### src/rtl/shp_pkg.sv
package shp_pkg;
  typedef enum logic [1:0] {ST_IDLE, ST_SHIFT_X, ST_RUN, ST_FINISH} ctrl_st_e;

  // one-bit full add, returns {carry, sum}
  function automatic logic [1:0] bit_add(input logic a, input logic b, input logic ci);
    bit_add = {(a & b) | (a & ci) | (b & ci), a ^ b ^ ci};
  endfunction
endpackage

### src/rtl/horner_stage.sv
module horner_stage #(
  parameter int W   = 8,
  parameter int DLY = 1
) (
  input  logic         clk,
  input  logic         rst_n,
  input  logic [W-1:0] x,
  input  logic         y_in,
  input  logic         coef_in,
  input  logic         en_mul,
  input  logic         en_add,
  output logic         y_out
);
  import shp_pkg::*;

  // accumulator step: acc + (b ? x : 0), sign-extended to W+1 bits
  function automatic logic [W:0] mac_step(input logic [W-1:0] acc, input logic [W-1:0] xv,
                                          input logic b);
    mac_step = {acc[W-1], acc} + (b ? {xv[W-1], xv} : '0);
  endfunction

  logic [DLY-1:0] dline;
  logic           coef_d;
  logic [W-1:0]   acc_q;
  logic           pbit_q;
  logic           carry_q;
  logic [W:0]     step;
  logic [1:0]     sum;

  generate
    if (DLY == 1) begin : g_d1
      always_ff @(posedge clk or negedge rst_n)
        if (!rst_n) dline <= '0;
        else        dline <= coef_in;
    end else begin : g_dn
      always_ff @(posedge clk or negedge rst_n)
        if (!rst_n) dline <= '0;
        else        dline <= {dline[DLY-2:0], coef_in};
    end
  endgenerate
  assign coef_d = dline[DLY-1];

  assign step = mac_step(acc_q, x, y_in);
  assign sum  = bit_add(pbit_q, coef_d, carry_q);

  always_ff @(posedge clk or negedge rst_n) begin
    if (!rst_n) begin
      acc_q  <= '0;
      pbit_q <= 1'b0;
    end else if (!en_mul) begin
      acc_q  <= '0;
      pbit_q <= 1'b0;
    end else begin
      acc_q  <= step[W:1];
      pbit_q <= step[0];
    end
  end

  always_ff @(posedge clk or negedge rst_n) begin
    if (!rst_n) begin
      carry_q <= 1'b0;
      y_out   <= 1'b0;
    end else if (!en_add) begin
      carry_q <= 1'b0;
      y_out   <= 1'b0;
    end else begin
      carry_q <= sum[1];
      y_out   <= sum[0];
    end
  end
endmodule

### src/rtl/horner_ctrl.sv
module horner_ctrl #(
  parameter int W  = 8,
  parameter int N  = 3,
  parameter int R  = (N + 1) * W,
  parameter int CW = $clog2(2 * N + R + W + 1)
) (
  input  logic         clk,
  input  logic         rst_n,
  input  logic         start,
  input  logic         ser_mode,
  output logic         x_par_ld,
  output logic         x_shift,
  output logic         calc_on,
  output logic         valid,
  output logic         done,
  output logic [N-1:0] en_mul,
  output logic [N-1:0] en_add
);
  import shp_pkg::*;

  localparam logic [CW-1:0] LAST_CNT  = CW'(2 * N + R - 1);
  localparam logic [CW-1:0] FIRST_OUT = CW'(2 * N);
  localparam logic [CW-1:0] SHIFT_END = CW'(W - 2);

  ctrl_st_e      st_q;
  logic [CW-1:0] cnt_q;

  always_ff @(posedge clk or negedge rst_n) begin
    if (!rst_n) begin
      st_q  <= ST_IDLE;
      cnt_q <= '0;
      done  <= 1'b0;
    end else begin
      case (st_q)
        ST_IDLE: if (start) begin
          cnt_q <= '0;
          done  <= 1'b0;
          st_q  <= ser_mode ? ST_SHIFT_X : ST_RUN;
        end
        ST_SHIFT_X: begin
          if (cnt_q == SHIFT_END) begin
            cnt_q <= '0;
            st_q  <= ST_RUN;
          end else cnt_q <= cnt_q + 1'b1;
        end
        ST_RUN: begin
          if (cnt_q == LAST_CNT) begin
            done <= 1'b1;
            st_q <= ST_FINISH;
          end else cnt_q <= cnt_q + 1'b1;
        end
        default: st_q <= ST_IDLE;
      endcase
    end
  end

  assign calc_on  = (st_q == ST_RUN);
  assign valid    = calc_on && (cnt_q >= FIRST_OUT);
  assign x_par_ld = (st_q == ST_IDLE) && !ser_mode;
  assign x_shift  = ((st_q == ST_IDLE) && ser_mode) || (st_q == ST_SHIFT_X);

  genvar k;
  generate
    for (k = 0; k < N; k++) begin : g_en
      assign en_mul[k] = calc_on && (cnt_q >= CW'(2 * k));
      assign en_add[k] = calc_on && (cnt_q >= CW'(2 * k + 1));
    end
  endgenerate
endmodule

### src/rtl/serial_horner.sv
module serial_horner #(
  parameter int W = 8,
  parameter int N = 3,
  localparam int R = (N + 1) * W
) (
  input  logic         clk,
  input  logic         rst_n,
  input  logic         start,
  input  logic         ser_mode,
  input  logic [W-1:0] x_par,
  input  logic         x_ser,
  input  logic [N:0]   coef,
  output logic         ser_out,
  output logic         valid,
  output logic         done,
  output logic [R-1:0] result
);
  logic         x_par_ld, x_shift, calc_on;
  logic [N-1:0] en_mul, en_add;
  logic [W-1:0] x_q;
  logic [N:0]   chain;

  horner_ctrl #(.W(W), .N(N)) u_ctrl (
    .clk(clk), .rst_n(rst_n), .start(start), .ser_mode(ser_mode),
    .x_par_ld(x_par_ld), .x_shift(x_shift), .calc_on(calc_on),
    .valid(valid), .done(done), .en_mul(en_mul), .en_add(en_add)
  );

  always_ff @(posedge clk or negedge rst_n) begin
    if (!rst_n)        x_q <= '0;
    else if (x_par_ld) x_q <= x_par;
    else if (x_shift)  x_q <= {x_ser, x_q[W-1:1]};
  end

  assign chain[0] = coef[0];

  genvar k;
  generate
    for (k = 1; k <= N; k++) begin : g_stage
      horner_stage #(.W(W), .DLY(2 * k - 1)) u_stage (
        .clk(clk), .rst_n(rst_n), .x(x_q), .y_in(chain[k-1]), .coef_in(coef[k]),
        .en_mul(en_mul[k-1]), .en_add(en_add[k-1]), .y_out(chain[k])
      );
    end
  endgenerate

  assign ser_out = chain[N];

  always_ff @(posedge clk or negedge rst_n) begin
    if (!rst_n)     result <= '0;
    else if (valid) result <= {ser_out, result[R-1:1]};
  end
endmodule


### config.mk
export PLATFORM = sky130hd
export DESIGN_NAME = serial_horner
export DESIGN_NICKNAME = d
export VERILOG_FILES = /design/src/rtl/shp_pkg.sv /design/src/rtl/horner_stage.sv /design/src/rtl/horner_ctrl.sv /design/src/rtl/serial_horner.sv
export SDC_FILE = /design/constraint.sdc
export NUM_CORES = 1
export LEC_CHECK = 0
export BUFFER_PORTS_ARGS = -buffer_cell sky130_fd_sc_hd__buf_2
export CAP_MARGIN = 25
export CORE_MARGIN = 2
export CORE_UTILIZATION = 35
export DETAILED_ROUTE_END_ITERATION = 8
export PLACE_DENSITY_LB_ADDON = 0.3
export SYNTH_ARGS = -nofsm -noshare
export SYNTH_HDL_FRONTEND = slang
export SYNTH_SLANG_ARGS = --single-unit
### constraint.sdc
create_clock -name clk -period 4.1 [get_ports clk]
set_input_delay 0 -clock clk [delete_from_list [all_inputs] [get_ports clk]]
set_output_delay 0 -clock clk [all_outputs]
set_load 0.01 [all_outputs]
==> results of run 1 <==
[registers in the layout, summed over array words and instances, names as in the netlist, 3 cells and up]
register	cells
u_ctrl.cnt_q	6
g_stage.u_stage.dline	8
x_q	8
g_stage.u_stage.y_out	3
g_stage.u_stage.pbit_q	3
g_stage.u_stage.carry_q	3
result	32
g_stage.u_stage.acc_q	24
[per-stage QoR]
stage | cells | hold WS, ns | instance area, um2 | util (%)
after global routing | 658 | 0.06312 | 5650 | 42.50
after global placement | 629 | -0.01006 | 5191 | 39.05
after floorplan | 413 | -0.2956 | 4776 | -
after CTS | 657 | 0.0001910 | 5623 | 42.29
final | 658 | 0.01015 | 5650 | 42.50
after detailed placement | 629 | 0.004306 | 5191 | 39.05
[final timing paths]
check	slack, ns	end	start
max	1.77	g_stage[1].u_stage.acc_q[5]$_DFF_PN0_	x_q[0]$_DFFE_PN0P_
min	0.01	u_ctrl.done$_DFFE_PN0P_	start
min in group asynchronous	0.16	g_stage[1].u_stage.acc_q[4]$_DFF_PN0_	rst_n
min reg2reg	0.35	g_stage[3].u_stage.dline[4]$_DFF_PN0_	g_stage[3].u_stage.dline[3]$_DFF_PN0_
max in group asynchronous	2.88	result[5]$_DFFE_PN0P_	rst_n
max reg2reg	1.77	g_stage[1].u_stage.acc_q[5]$_DFF_PN0_	x_q[0]$_DFFE_PN0P_
[logic make-up (layout without fill, tap and decap cells)]
family	count (synthesis)	after routing	synth area share (%)
AOI/OAI and AO/OA	89	89	14.36
xor gates and xnor gates	3	3	0.5503
adders and majority gates	37	37	10.64
buffers and inverters	24	93	2.489
DFF	91	91	47.68
muxes	41	41	9.536
and+or+nand+nor	128	128	14.75
[what timing repair did]
action	CTS	global route
hold endpoints to repair	48	0
gates resized for setup	0	0
hold buffers	13	0
[worst max-delay path, delay by kind of cell, from the launching register on]
family / cells / cell delay, ns
AND/OR/NAND/NOR: 3 / 0.59
AO/OA/AOI/OAI: 2 / 0.57
adder cells (fa/ha/maj): 2 / 0.65
flip-flops: 1 / 0.41
[routing by layer]
| layer | track usage (%) | part of all wire, % | routed length [um] | vias up |
|---|---|---|---|---|
| met3 | 2.311 | 2.5 | 235 | 15 |
| met1 | 18.68 | 46 | 4417 | 1625 |
| met2 | 23.23 | 49 | 4667 | 43 |
| li1 | - | - | - | 1640 |
| met4 | 7.776 | 2.6 | 245 | 0 |
| met5 | 0 | 0 | 0 | - |
[report_power, final]
part / switching, mW / internal [mW]
clock network: 0.356 / 0.489
registers: 0.116 / 0.999
logic: 0.505 / 0.411
total: 0.977 / 1.90
[layout by cell type, fill, tap and decap left out, types with 11 or more instances in the layout]
master	count
nor2_1	36
nand2_1	15
inv_1	11
a211oi_1	12
dfrtp_1	91
mux2_1	31
ha_1	31
buf_2	50
and2_1	32
dlygate4sd3_1	13
o21ai_0	16
[cell type report]
class | count | area [um2] | share of cell area (%)
Timing Repair Buffer | 67 | 430.4 | 7.617
Sequential cell | 91 | 2277 | 40.30
Clock buffer | 10 | 239.0 | 4.229
Clock inverter | 5 | 62.56 | 1.107
Inverter | 11 | 41.29 | 0.7307
Multi-Input combinational cell | 298 | 2380 | 42.12
Tap cell | 176 | 220.2 | 3.897
==> summary.md, run 1 <==
| Metric | Value |
|---|---|
| Tcrit/Tclk final | 56.81% |
| Cell Rows | 42 |
| Share of the synthesized area in the top cell type | 47.68% |
| Core area | 13300 um2 |
| Full die area | 14600 um2 |
| Drt pass-1 iters | 4 |
| Final setup vio count | 0 |
| Post-CTS Setup Repair Bufs | 0 |
| Gp weighted congestion | 0.8293 |
| Initial antenna violation count | 0 |
| Max FO, Critical Path | 4 |
| CTS max path bufs | 2 |
| # nets final | 532 |
| N_diodes | 0 |
| Setup ws final | 1.771 ns |
| Layout area overhead | 18.31% |
| Mapped Area | 4776 um2 |
| Netlist cell types | 59 |
| Fill cells | 1252 |
| Hold crit path type | in -> reg |
| Peak Freq | 429.3 MHz |
| Post-synthesis sequential area ratio | 47.68% |
| Clock-pin slew on the worst setup and hold paths | 0.06 ns |
| Skew final | 0.006551 ns |
| Worst IR Drop VDD | 298.8 uV |
| Asr flop ratio synth | 100.0% |
| Vias per cell | 5.050 |
| Final Slew Violations | 0 |
| Leading post-synthesis cells by cell area | dfrtp_1, ha_1, mux2_1 |
| Max Cap Viol | 0 |
| Fin crit period | 2.329 ns |
| Count of input and output buffers | 51 |
| Count of state elements after synthesis | 91 |
| Starting Density | 35.92% |
| Vias in the first global route | 3328 |
| Crit-path cells | and2_1, ha_1, fa_1, a211o_1, a21oi_1, nor4b_1, or3_1 |
| CP max stage delay | 0.43 ns |
| Per-cell routed wire length | 14.54 um |
| Final HPWL DP | 6793 um |
| Total CTS buffers | 9 |
| Syn_nets | 467 |
| Hold path cells | 4 |
| Clock Tree Root | clkbuf_16 |
| Ratio of cells with drive above 1 in the final layout | 17.63% |
| Grt total ovfl | 0 |
| R2R depth | 7 |
| Leak | 2.904 nW |
| Cell accounting for the most synthesized area | dfrtp_1 |
| Crit path launch type | flop |
| TNS Setup | 0 ns |
| Outcome | completed |
| CP max stage cell | fa_1 |
| Pwr Total | 2.876 mW |
| WL final | 9565 um |
| Worst slew margin | 49.42% |
| Starting DRT DRC Count | 135 |
| Largest net degree at the start of global routing | 55 |
| Residual DRC count | 0 |
| CP required | 4.33 ns |
| Fin. Hold Viols | 0 |
| Post-route ant nets | 0 |
| Cell area power density | 509.0 nW/um2 |
| Worst-Margin Slew | 0.7377 ns |
| Die Y | 120.8 um |
| RSZ-0062 raised after global routing | false |
| Top cells by count, synth | dfrtp_1, nor2_1, and2_1 |
| Synth Flop Type | dfrtp_1 |
| Critical path capture point type | flop |
| CTS H-tree lvls | 3 |
| Crit path DAT | 2.56 ns |
| Clock Latency Late Sink | 0.35 ns |
| Top-count cell post-synth | dfrtp_1 |
| CTS tree | built |
| Synthesized instance count | 413 |
| Ports | 52 |
| Crit Path Class | reg -> reg |
| Synthesis warning total | 0 |
| Pre-CTS WS | 1.489 ns |
| Syn_area_per_cell | 11.56 um2 |
| Vias | 3323 |
| CTS sink cnt | 91 |
| EDFF count, synth | 0 |
| Die width | 120.8 um |
| First-pass GRT wire length | 16470 um |
| All-Layer GR Usage | 14.45% |
No activity file was read; power rests on OpenSTA's default activity.
==> run 2, diff against run 1 <==
Clock period 4.1 ns to 2.2 ns, I/O delays scaled along.
==> run 2 against run 1 <==
Against the previous run: non-clock buffer count grew 12; sequential power grew 84%; critical path depth is the same; highest routed layer unchanged.
==> summary.md, run 2 (same netlist as run 1, synthesis figures left out) <==
| Metric | Value |
|---|---|
| Outcome | completed |
| Full die area | 14600 um2 (unchanged) |
| Initial antenna violation count | 0 (unchanged) |
| P_int | 3.573 mW (+88%) |
| Leak | 2.970 nW (+2.3%) |
| Hold path start | ser_mode |
| Vias in the first global route | 3443 (+3.5%) |
| Crit path max-delay family | adder cells |
| CP max stage delay | 0.37 ns (-0.06 ns) |
| CP required | 2.42 ns (-1.91 ns) |
| Worst IR Drop VDD | 490.0 uV (+64%) |
| Ports | 52 (unchanged) |
| Dpl cells | 641 (+1.9%) |
| WL final | 9728 um (+1.7%) |
| RR Startpoint | x_q[0]$_DFFE_PN0P_ |
| Clock Latency Late Sink | 0.35 ns (about the same) |
| Clock Tree Root | clkbuf_16 |
| CP max stage cell | dfrtp_1 |
| Hold path cells | 4 (unchanged) |
| Total CTS buffers | 9 (unchanged) |
| Max Cap Viol | 0 (unchanged) |
| N_diodes | 0 (unchanged) |
| Fin. Hold Viols | 0 (unchanged) |
| Final HPWL DP | 6988 um (+2.9%) |
| Count of input and output buffers | 51 (unchanged) |
| Final setup vio count | 0 (unchanged) |
| Cell Rows | 42 (unchanged) |
| Crit-path cells | and2_1, ha_1, fa_2, a211o_1, a21oi_2, nor4b_1, or3_1 |
| Post-route cell area | 5776 um2 (+2.2%) |
| Fill cells | 1258 (+0.48%) |
| Gp weighted congestion | 0.8286 (about the same) |
| Grt total ovfl | 0 (unchanged) |
| Pre-CTS WS | 0.03323 ns (-1.456 ns) |
| Die width | 120.8 um (unchanged) |
| CTS tree | built |
| R2R setup slack | 0.1 ns (-1.67 ns) |
| Sequential group share of total power | 37.9% (-0.9 points) |
| Final Instance Count excl. Fillers | 670 (+1.8%) |
| Clock-pin slew on the worst setup and hold paths | 0.06 ns (about the same) |
| R2R depth | 7 (unchanged) |
| Residual DRC count | 0 (unchanged) |
| Placed inst area | 5306 um2 (+2.2%) |
| Max reg flops | 32 (unchanged) |
| CTS sink cnt | 91 (unchanged) |
| Drt pass-1 iters | 4 (unchanged) |
| Final Slew Violations | 0 (unchanged) |
| Layout area overhead | 20.93% |
| Vias | 3397 (+2.2%) |
| Hold crit path type | in -> reg |
| Skew final | 0.005332 ns (-0.001220 ns) |
| Net Sw Power | 1.795 mW (+84%) |
| CP bufs+invs | 0 (unchanged) |
| Hold Path Sink | u_ctrl.st_q[0]$_DFFE_PN0P_ |
| First-pass GRT wire length | 16560 um (+0.55%) |
| Clock Power Share | 28.8% (-0.6 points) |
| Crit Path Class | reg -> reg |
| Combinational share of power | 33.3% (+1.4 points) |
| Worst-Margin Slew | 0.6115 ns (-0.1261 ns) |
| Crit path launch type | flop |
| TNS Setup | 0 ns (unchanged) |
| Per-cell routed wire length | 14.52 um (-0.12%) |
| Worst slew margin | 58.06% (+8.6 points) |
| Largest net degree at the start of global routing | 50 (-9.1%) |
| Sw Ratio | 33.43% (-0.55 points) |
| Commonest cells after routing, fill and taps aside | dfrtp_1, buf_2, nor2_1 |
| All-Layer GR Usage | 14.51% (+0.056 points) |
| Core area | 13300 um2 (unchanged) |
| FF-to-FF End | g_stage[1].u_stage.acc_q[5]$_DFF_PN0_ |
| Post-route ant nets | 0 (unchanged) |
| Final design utilization | 43.44% (+0.94 points) |
| Vias per cell | 5.070 (+0.40%) |
| Starting Density | 35.92% (unchanged) |
| Critical path capture point type | flop |
| Tcrit/Tclk final | 95.57% (+39 points) |
| Reg with most FFs | result |
| Peak Freq | 475.6 MHz (+11%) |
| Starting DRT DRC Count | 202 (+50%) |
| Setup ws final | 0.09743 ns (-1.673 ns) |
| CTS H-tree lvls | 3 (unchanged) |
| Ratio of cells with drive above 1 in the final layout | 20.85% (+3.2 points) |
| # nets final | 544 (+2.3%) |
| Crit path DAT | 2.33 ns (-0.23 ns) |
| CTS max path bufs | 2 (unchanged) |
| Regs by FF count | result (32), g_stage.u_stage.acc_q (24) |
| Most common cell after layout, fill and taps aside | dfrtp_1 |
| Fin crit period | 2.103 ns (-0.2267 ns) |
| Max FO, Critical Path | 3 (-1) |
| RSZ-0062 raised after global routing | false |
| Die Y | 120.8 um (unchanged) |
| Cell area power density | 929.5 nW/um2 (+83%) |
## run 2: stage by stage
step,power [mW],hold WS (ns)
after floorplan,3.330,-0.2956
after CTS,5.402,0.06755
after global placement,3.754,0.06496
after global routing,5.761,0.1504
after detailed placement,3.799,0.06211
final,5.368,0.08292
## run 2: power groups by stage
stage          sequential [mW]  combinational, mW  clock, mW
6_report                  2.04               1.79       1.55
2_1_floorplan             2.00               1.33          0
3_5_place_dp              2.07               1.73          0
5_1_grt                   2.06               2.04       1.66
4_1_cts                   2.04               1.78       1.59
3_3_place_gp              2.07               1.69          0
## run 2: final cells by class
class                      count  area, um2  area share, %
tap                          176      220.2          3.813
multi-input combinational    298       2415          41.81
clock buffer                  11      242.7          4.203
clock inverter                 4      51.30         0.8882
inverter                      11      41.29         0.7149
timing repair buffer          79      528.0          9.142
sequential                    91       2277          39.43
## run 2: what timing repair did
item,in CTS,in global routing
gates resized for setup,0,9
setup buffers,0,0
endpoints found under the setup margin,0,7
endpoints found under the hold margin,58,0
hold buffers,14,0
## run 2: tightest hold or removal path: cells and delay by family
kind            cells  cell delay, ns
mux                 1            0.12
simple gates        1            0.08
buf+inv             1            0.13
compound gates      1            0.06
## run 2: worst max-delay path by stage
| stage | startpoint | endpoint | slack [ns] | cells past startpoint |
|---|---|---|---|---|
| 2_1_floorplan | x_q[0]$_DFFE_PN0P_ | g_stage[1].u_stage.acc_q[5]$_DFF_PN0_ | 0.05 | 7 |
| 3_3_place_gp | x_q[0]$_DFFE_PN0P_ | g_stage[1].u_stage.acc_q[5]$_DFF_PN0_ | 0.05 | 7 |
| 3_5_place_dp | x_q[0]$_DFFE_PN0P_ | g_stage[1].u_stage.acc_q[7]$_DFF_PN0_ | 0.03 | 8 |
| 4_1_cts | x_q[0]$_DFFE_PN0P_ | g_stage[2].u_stage.acc_q[5]$_DFF_PN0_ | 0.006 | 8 |
| 5_1_grt | x_q[0]$_DFFE_PN0P_ | g_stage[2].u_stage.acc_q[5]$_DFF_PN0_ | 0.02 | 8 |
| 6_report | x_q[0]$_DFFE_PN0P_ | g_stage[1].u_stage.acc_q[5]$_DFF_PN0_ | 0.1 | 7 |
## run 2: metal layers
layer	GRT usage, %	vias to the layer above	wire, um
li1	-	1654	-
met1	17.86	1679	4435
met5	0	-	0
met3	3.679	14	285
met4	5.596	0	189
met2	24.44	50	4818
